===== src/rtl/synth_prog_pkg.sv =====
package synth_prog_pkg;
  localparam int DIV_W    = 15;
  localparam int PORT_N   = 4;
  localparam int SEL_W    = 2;
  localparam logic [6-SEL_W:0] ADDR_HI = 5'b11000;

  typedef enum logic [2:0] {
    S_IDLE, S_ADDR, S_WR, S_ACK_WAIT, S_ACK_SLOT, S_TX, S_TX_ACK, S_TX_LOAD
  } bus_st_e;

  typedef enum logic [1:0] {P_FIRST, P_FREQ, P_PORT} pair_e;
endpackage


===== src/rtl/synth_line_cond.sv =====
module synth_line_cond #(
  parameter int SYNC_N = 2
) (
  input  logic clk_i,
  input  logic rst_ni,
  input  logic scl_i,
  input  logic sda_i,
  output logic scl_rise_o,
  output logic scl_fall_o,
  output logic start_o,
  output logic stop_o,
  output logic sda_o
);
  logic [SYNC_N-1:0] scl_sync_q, sda_sync_q;
  logic scl_p_q, sda_p_q;
  logic scl_s, sda_s;

  assign scl_s = scl_sync_q[SYNC_N-1];
  assign sda_s = sda_sync_q[SYNC_N-1];

  always_ff @(posedge clk_i or negedge rst_ni) begin
    if (!rst_ni) begin
      scl_sync_q <= '1;
      sda_sync_q <= '1;
      scl_p_q    <= 1'b1;
      sda_p_q    <= 1'b1;
    end else begin
      scl_sync_q <= {scl_sync_q[SYNC_N-2:0], scl_i};
      sda_sync_q <= {sda_sync_q[SYNC_N-2:0], sda_i};
      scl_p_q    <= scl_s;
      sda_p_q    <= sda_s;
    end
  end

  assign scl_rise_o = scl_s & ~scl_p_q;
  assign scl_fall_o = ~scl_s & scl_p_q;
  // data edges while clock stays high
  assign start_o    = scl_s & scl_p_q & sda_p_q & ~sda_s;
  assign stop_o     = scl_s & scl_p_q & ~sda_p_q & sda_s;
  assign sda_o      = sda_s;
endmodule


===== src/rtl/synth_reg_bank.sv =====
module synth_reg_bank
  import synth_prog_pkg::*;
#(
  parameter int DW = DIV_W,
  parameter int PN = PORT_N
) (
  input  logic          clk_i,
  input  logic          rst_ni,
  input  logic          pair_rst_i,
  input  logic          byte_v_i,
  input  logic [7:0]    byte_d_i,
  input  logic          por_clr_i,
  output logic          por_o,
  output logic [DW-1:0] div_o,
  output logic [7:0]    ctrl_o,
  output logic [PN-1:0] port_o
);
  localparam int HI_W = DW - 8;

  pair_e         ptr_q;
  logic          por_q;
  logic [DW-1:0] div_q;
  logic [7:0]    ctrl_q;
  logic [PN-1:0] port_q;

  always_ff @(posedge clk_i or negedge rst_ni) begin
    if (!rst_ni) begin
      ptr_q  <= P_FIRST;
      por_q  <= 1'b1;
      div_q  <= '0;
      ctrl_q <= '0;
      port_q <= '0;
    end else begin
      if (por_clr_i) por_q <= 1'b0;
      if (pair_rst_i) begin
        ptr_q <= P_FIRST;
      end else if (byte_v_i) begin
        unique case (ptr_q)
          P_FIRST: begin
            if (byte_d_i[7]) begin
              ptr_q <= P_PORT;
              if (!por_q) ctrl_q <= byte_d_i;
            end else begin
              ptr_q <= P_FREQ;
              if (!por_q) div_q[DW-1:8] <= byte_d_i[HI_W-1:0];
            end
          end
          P_FREQ: begin
            ptr_q <= P_FIRST;
            if (!por_q) div_q[7:0] <= byte_d_i;
          end
          default: begin
            ptr_q <= P_FIRST;
            if (!por_q) port_q <= byte_d_i[PN-1:0];
          end
        endcase
      end
    end
  end

  assign por_o  = por_q;
  assign div_o  = div_q;
  assign ctrl_o = ctrl_q;
  assign port_o = port_q;

  AST_POR_HOLD: assert property (@(posedge clk_i) disable iff (!rst_ni)
    por_q |-> (div_q == '0 && ctrl_q == '0 && port_q == '0));
  AST_POR_STICKY: assert property (@(posedge clk_i) disable iff (!rst_ni)
    !por_q |=> !por_q);
  AST_HOLD_NO_BYTE: assert property (@(posedge clk_i) disable iff (!rst_ni)
    !byte_v_i |=> $stable({div_q, ctrl_q, port_q}));
  AST_LOW_AFTER_FREQ: assert property (@(posedge clk_i) disable iff (!rst_ni)
    (byte_v_i && !pair_rst_i && ptr_q == P_FREQ && !por_q) |=> div_q[7:0] == $past(byte_d_i));
endmodule


===== src/rtl/synth_prog_i2c.sv =====
module synth_prog_i2c
  import synth_prog_pkg::*;
(
  input  logic             clk_i,
  input  logic             rst_ni,
  input  logic             scl_i,
  input  logic             sda_i,
  output logic             sda_oe_o,
  input  logic [SEL_W-1:0] addr_sel_i,
  input  logic             lock_i,
  input  logic [2:0]       port_lvl_i,
  input  logic [2:0]       conv_code_i,
  output logic [DIV_W-1:0] div_ratio_o,
  output logic [7:0]       ctrl_o,
  output logic [PORT_N-1:0] port_en_o
);
  logic scl_rise, scl_fall, start_det, stop_det, sda_s;
  logic por;

  synth_line_cond #(.SYNC_N(2)) u_line (
    .clk_i, .rst_ni, .scl_i, .sda_i,
    .scl_rise_o(scl_rise), .scl_fall_o(scl_fall),
    .start_o(start_det), .stop_o(stop_det), .sda_o(sda_s)
  );

  bus_st_e    state_q;
  logic [2:0] bit_q;
  logic [7:0] sh_q, tx_q;
  logic       rd_q, rd_xfer_q, sda_oe_q;
  logic       byte_v_q, pair_rst_q, por_clr_q;
  logic [7:0] status;

  assign status = {por, lock_i, port_lvl_i, conv_code_i};

  always_ff @(posedge clk_i or negedge rst_ni) begin
    if (!rst_ni) begin
      state_q    <= S_IDLE;
      bit_q      <= '0;
      sh_q       <= '0;
      tx_q       <= '0;
      rd_q       <= 1'b0;
      rd_xfer_q  <= 1'b0;
      sda_oe_q   <= 1'b0;
      byte_v_q   <= 1'b0;
      pair_rst_q <= 1'b0;
      por_clr_q  <= 1'b0;
    end else begin
      byte_v_q   <= 1'b0;
      pair_rst_q <= 1'b0;
      por_clr_q  <= 1'b0;
      if (start_det) begin
        state_q   <= S_ADDR;
        bit_q     <= '0;
        sda_oe_q  <= 1'b0;
        rd_xfer_q <= 1'b0;
      end else if (stop_det) begin
        state_q   <= S_IDLE;
        sda_oe_q  <= 1'b0;
        por_clr_q <= rd_xfer_q;
        rd_xfer_q <= 1'b0;
      end else begin
        unique case (state_q)
          S_ADDR, S_WR: if (scl_rise) begin
            sh_q  <= {sh_q[6:0], sda_s};
            bit_q <= bit_q + 3'd1;
            if (bit_q == 3'd7) begin
              if (state_q == S_WR) begin
                byte_v_q <= 1'b1;
                state_q  <= S_ACK_WAIT;
              end else if (sh_q[6:0] == {ADDR_HI, addr_sel_i}) begin
                rd_q       <= sda_s;
                rd_xfer_q  <= sda_s;
                pair_rst_q <= 1'b1;
                state_q    <= S_ACK_WAIT;
              end else begin
                state_q <= S_IDLE;
              end
            end
          end
          S_ACK_WAIT: if (scl_fall) begin
            sda_oe_q <= 1'b1;
            state_q  <= S_ACK_SLOT;
          end
          S_ACK_SLOT, S_TX_LOAD: if (scl_fall) begin
            bit_q <= '0;
            if (rd_q) begin
              tx_q     <= status;
              sda_oe_q <= ~status[7];
              state_q  <= S_TX;
            end else begin
              sda_oe_q <= 1'b0;
              state_q  <= S_WR;
            end
          end
          S_TX: if (scl_fall) begin
            if (bit_q == 3'd7) begin
              sda_oe_q <= 1'b0;
              state_q  <= S_TX_ACK;
            end else begin
              bit_q    <= bit_q + 3'd1;
              tx_q     <= {tx_q[6:0], 1'b0};
              sda_oe_q <= ~tx_q[6];
            end
          end
          // released line at the sample point means no acknowledge: internal stop
          S_TX_ACK: if (scl_rise) state_q <= sda_s ? S_IDLE : S_TX_LOAD;
          default: ;
        endcase
      end
    end
  end

  assign sda_oe_o = sda_oe_q;

  synth_reg_bank #(.DW(DIV_W), .PN(PORT_N)) u_regs (
    .clk_i, .rst_ni,
    .pair_rst_i(pair_rst_q), .byte_v_i(byte_v_q), .byte_d_i(sh_q),
    .por_clr_i(por_clr_q), .por_o(por),
    .div_o(div_ratio_o), .ctrl_o(ctrl_o), .port_o(port_en_o)
  );

  AST_ACK_DRIVES: assert property (@(posedge clk_i) disable iff (!rst_ni)
    state_q == S_ACK_SLOT |-> sda_oe_o);
  AST_IDLE_RELEASED: assert property (@(posedge clk_i) disable iff (!rst_ni)
    state_q == S_IDLE |-> !sda_oe_o);
  AST_TX_ONLY_READ: assert property (@(posedge clk_i) disable iff (!rst_ni)
    state_q == S_TX |-> rd_q);
  AST_START_RESTART: assert property (@(posedge clk_i) disable iff (!rst_ni)
    start_det |=> (state_q == S_ADDR && !sda_oe_o));
endmodule


===== config.mk =====
export PLATFORM = sky130hd
export DESIGN_NAME = synth_prog_i2c
export DESIGN_NICKNAME = d
export VERILOG_FILES = /design/src/rtl/synth_prog_pkg.sv /design/src/rtl/synth_line_cond.sv /design/src/rtl/synth_reg_bank.sv /design/src/rtl/synth_prog_i2c.sv
export SDC_FILE = /design/constraint.sdc
export NUM_CORES = 1
export LEC_CHECK = 0
export ABC_AREA = 1
export CAP_MARGIN = 20
export CORE_UTILIZATION = 50
export DETAILED_ROUTE_END_ITERATION = 10
export DONT_BUFFER_PORTS = 1
export GPL_TIMING_DRIVEN = 0
export PLACE_DENSITY = 0.62
export SLEW_MARGIN = 10
export SYNTH_ARGS = -nofsm -noshare
export SYNTH_HDL_FRONTEND = slang
export SYNTH_SLANG_ARGS = --single-unit

===== constraint.sdc =====
create_clock -name clk_i -period 1.85 [get_ports clk_i]
set_clock_uncertainty 0.2 [all_clocks]
set_input_delay 0.185 -clock clk_i [delete_from_list [all_inputs] [get_ports clk_i]]
set_output_delay 0.185 -clock clk_i [all_outputs]
set_load 0.01 [all_outputs]

Yosys cells after proc, flatten, opt, wreduce, memory -nomap -nowiden
Index checks and enable logic that the tools add are counted.

$add $sub $neg: 1. Equality and inequality tests: 27. Mux-type cells: 60. Bitwise operators: 19. Reduce and logical (&&, ||, !) cells: 24.

Operators by type and width (number): 3-bit 2-to-1 mux (17); 1-bit 2-to-1 mux (29); 7-bit 2-to-1 mux (4); 4-bit inequality test (second input constant) (7); 4-bit AND reduction (4); 3-bit == test (second input constant) (5); 3-bit inequality test (second input constant) (5); 3-bit case mux with 5 select lines (1); 5-bit AND reduction (3); 7-bit case mux with 2 select lines (1); 7-bit AND reduction (2); 2-bit 2-to-1 mux (6); 1-bit NOT (12); 3-bit nonzero test (4); 2-bit inequality test (second input constant) (5); 3-bit case mux with 3 select lines (1); 8-bit AND reduction (1); 1-bit bitwise AND (7); 7-bit == test (1); 7-bit nonzero test (1); 3-bit by 2-bit == test with 1-bit output (second input constant) (2); 6-bit AND reduction (1); 2-bit OR reduction (3); 5-bit nonzero test (1); other kinds (7) (8).

Register bits: 63. Output and inout port bits: 28. Logic and storage cells: 151.

Logic depth before layout (Yosys ltp)
Depth in word-level cells: 8. Depth in mapped cells: 10. Depth with buffers taken out: 10.

Hierarchy
From an unflattened synthesis, not the netlist that was laid out.

Cells, all modules: 350. Area, all modules: 3078.0 um2.

Modules (own cells, without submodules): synth_prog_i2c (times used 1, cells each 195, area each 1546.5 um2); synth_reg_bank (times used 1, cells each 138, area each 1332.5 um2); synth_line_cond (times used 1, cells each 17, area each 198.9 um2).

Worst setup path after synthesis
No wires, ideal clock.

Path kind: register to register. Start point: register u_line.sda_sync_q[1]. End point: register tx_q[4]. Data arrival time: 1.404 ns. Slack: 0.172 ns. Stages on the path, launching flop included: 10. Path through: dfstp_2 -> inv_2 -> nand3_2 -> nand2_1 -> inv_1 -> nand2_1 -> nor2_4 -> buf_6 -> nand2_1 -> o21ai_2.

Cells in the longest elaborated chain, start to end: 4. Elaborated cells on any way between the ends: 6. Those cells by class: bitwise (5); reduce/logical (1).

Ends and longest elaborated chain: start, declared (line synth_line_cond.sv:14) `logic [SYNC_N-1:0] scl_sync_q, sda_sync_q;`; start signal, assigned (line synth_line_cond.sv:29) `sda_sync_q <= {sda_sync_q[SYNC_N-2:0], sda_i};`; 1-bit NOT (line synth_line_cond.sv:38) `assign start_o = scl_s & scl_p_q & sda_p_q & ~sda_s;`; 1-bit bitwise AND (line synth_line_cond.sv:38); 1-bit NOT (no source line); 7-bit AND reduction (no source line) (*); end signal, assigned (line synth_prog_i2c.sv:87) `tx_q <= status;`; end signal, assigned (line synth_prog_i2c.sv:101) `tx_q <= {tx_q[6:0], 1'b0};`; end, declared (line synth_prog_i2c.sv:28) `logic [7:0] sh_q, tx_q;`.

Every way passes the cells marked *; elsewhere a longest branch is shown, timed or not. A chain may end at the register's enable or synchronous reset.

Worst setup path in the final report
Start point: register u_line.scl_p_q. End point: register tx_q[5].

Cells in the longest elaborated chain, start to end: 5. Elaborated cells on any way between the ends: 11. Those cells by class: eq/ne (2); bitwise (8); reduce/logical (1).

Ends and longest elaborated chain: start, declared (line synth_line_cond.sv:15) `logic scl_p_q, sda_p_q;`; start signal, assigned (line synth_line_cond.sv:30) `scl_p_q <= scl_s;`; 1-bit bitwise AND (line synth_line_cond.sv:38, synth_line_cond.sv:39); 1-bit bitwise AND (on tied branches) (2 in series) (line synth_line_cond.sv:39, synth_line_cond.sv:38); 1-bit NOT (no source line); 7-bit AND reduction (no source line) (*).

Marked as above.

==> impl_metrics.yaml <==
clock_network:
  clk_latency_ps: 340
  cts_buffer_depth: 2
  htree_levels: 3
  clk_pin_slew_ps: 70
  cts_tree: "done"
  cts_made_buffers: 9
  ctsRootBufferMaster: "clkbuf_8"
  cts_sinks: 63
status:
  outcome: "finished, final reports clean"
floorplanning:
  rows: 26
  ios: 41
  core_area_um2: 5240
  dieHeight_um: 76.8
  dieArea_um2: 5900
  die_w_um: 76.8
  start_util_pct: 53.4
logic_synthesis:
  yosysUniqueCellTypes: 26
  synth_cells: 325
  synth_area_leaders: "dfrtp_1 (50%), nand2_1 (13%), dfstp_2 (6.6%), o21ai_0 (6.3%), inv_1 (4.6%)"
  ys_seq_area_share_pct: 56.6
  ys_warn_count: 0
  avgSynthCellArea_um2: 8.61
  synth_top_cell_by_area: "dfrtp_1"
  synth_area_um2: 2800
  yosys.area.top_type_share_pct: 50.1
  ys_seq_elements: 63
  syn-num-nets: 340
cells_and_area:
  n_antenna_cell: 0
  area_delta_synth_final_pct: 18.6
  final_cell_mix: "nand2_1 (94), dfrtp_1 (55), o21ai_0 (34)"
  final_common_cell: "nand2_1"
  fin_cells: 428
  fin_util_pct: 63.4
  drive_gt1_share_pct: 19.0
  nNetsFinal: 368
  stdcell_area_um2: 3320
setup_path:
  worst-path-max-fanout: 10
  end_kind: "flip-flop"
  required_ps: 1880
  setup.worst_path.start_class: "flip-flop"
  crit_type: "reg -> reg"
  cp.arrival_ps: 1790
  r2r_slack_ps: 90
grt:
  grt_max_degree: 64
  first_global_vias: 2026
  grt_usage_pct: 21.4
  grt_pass1_wl_um: 9830
  grt_overflow: 0
  antenna_found_initial: 0
sta:
  worst_slew_pin_slew_ps: 366
  relSlewSlack_pct: 75.6
  setup_viol: 0
  tns_ps: 0
  whs_ps: 89.3
  rsz0062_at_grt: "yes"
  hold_violations: 0
  fin_crit_sh_pct: 95.3
  layout_min_cycle_time_ps: 1760
  slew_viol_final: 0
  max_freq_ghz: 0.567
  setup_ws_ps: 86.8
detailed_routing:
  dr.first_iter.drc_count: 135
  wl_per_cell_um: 13.6
  num_vias: 2161
  drc: 0
  first_pass_iters: 4
  ant_nets: 0
  drt-total-wl_um: 5830
  vias_per_cell: 5.05
placed_design:
  dp.final_hpwl_um: 3830
  dp_cells: 395
  placed_area_um2: 2890
  place_ws_ps: -118
  numPortBuffers: 0
  place_congestion: 0.885
power_and_ir_drop:
  vdd_drop_max_v: 0.000682
  p_leak_nw: 1.58
  power_density_nw_per_um2: 1280
  power_mw: 4.25
flow_run:
  maxCapViolCount: 0
hold_path:
  min_path_type: "in -> reg"
path summary, 6_finish.rpt:
path | start | cells past startpoint | end
max | u_line.scl_p_q | 10 | tx_q[5]
min | addr_sel_i[1] | 6 | pair_rst_q
max reg2reg | u_line.scl_p_q | 10 | tx_q[5]
min reg2reg | u_line.scl_sync_q[0] | 0 | u_line.scl_sync_q[1]
max in group asynchronous | rst_ni | 2 | u_line.scl_sync_q[0]
min in group asynchronous | rst_ni | 2 | u_regs.div_o[10]
per-layer routing:
metal	routed length [um]	global-route usage (%)	part of all wire, %	up-vias
met4	96	9.81	1.6	0
met5	0	0	0	-
met1	2750	28.6	47	1008
li1	-	-	-	1096
met3	259	5.12	4.4	11
met2	2720	32.7	47	46
worst max-delay path, cell delays in order, from the launching register on:
cell and delay (ps):
dfstp_2 550, nand2_1 70, inv_2 110, nand3_4 140
nand2_2 120, inv_2 70, nand2_2 80, nor2_4 50
buf_8 150, nand2_1 70, o21ai_2 50
logic make-up after synthesis:
group                      count (synthesis)  share of synthesized area [%]
adders and majority gates                  2                          0.894
AOI/OAI and AO/OA                         59                           11.8
and+or+nand+nor                          155                           24.1
buffers and inverters                     46                           6.53
DFF                                       63                           56.6
repair_timing:
item / CTS / global route
resized for setup: 3 / 19
setup endpoints to repair: 7 / 34
pin swaps: 1 / 2
cloned: 0 / 0
hold endpoints to repair: 72 / 0
hold buffers: 11 / 0
setup buffers: 2 / 4
layout make-up:
cell class,instances,area [um2]
multi-input combinational,216,1110
buffer,7,42.5
tap,70,87.6
sequential,63,1590
timing repair buffer,17,173
inverter,39,149
clock inverter,3,17.5
fill,454,1920
clock buffer,13,159
cell usage after synthesis (all sizes together):
master  instances
nand2         101
dfrtp          56
o21ai          52
inv            39
nor2           30
nand3          21
dfstp           7
clkbuf          4
a21oi           3
buf             3
ha              2
nor3            2
o22ai           2
a31oi           1
o21bai          1
or2             1
registers in the layout (all words and copies together) (netlist names):
register	cells
u_line.sda_sync_q	2
rd_q	1
u_regs.div_o	15
state_q	3
rd_xfer_q	1
u_regs.ptr_q	2
u_line.sda_p_q	1
sda_oe_o	1
por_clr_q	1
bit_q	3
tx_q	7
pair_rst_q	1
sh_q	8
byte_v_q	1
u_regs.ctrl_o	8
u_regs.port_o	4
u_line.scl_p_q	1
u_line.scl_sync_q	2
u_regs.por_o	1
where the power goes:
part / total (mW) / internal (mW) / leakage [nW] / switching [mW]
Combinational: 1.40 / 0.513 / 0.668 / 0.889
Clock: 1.08 / 0.556 / 0.0894 / 0.526
Sequential: 1.77 / 1.62 / 0.828 / 0.151
Total: 4.25 / 2.68 / 1.58 / 1.57
Power figures use the tool's default switching activity.
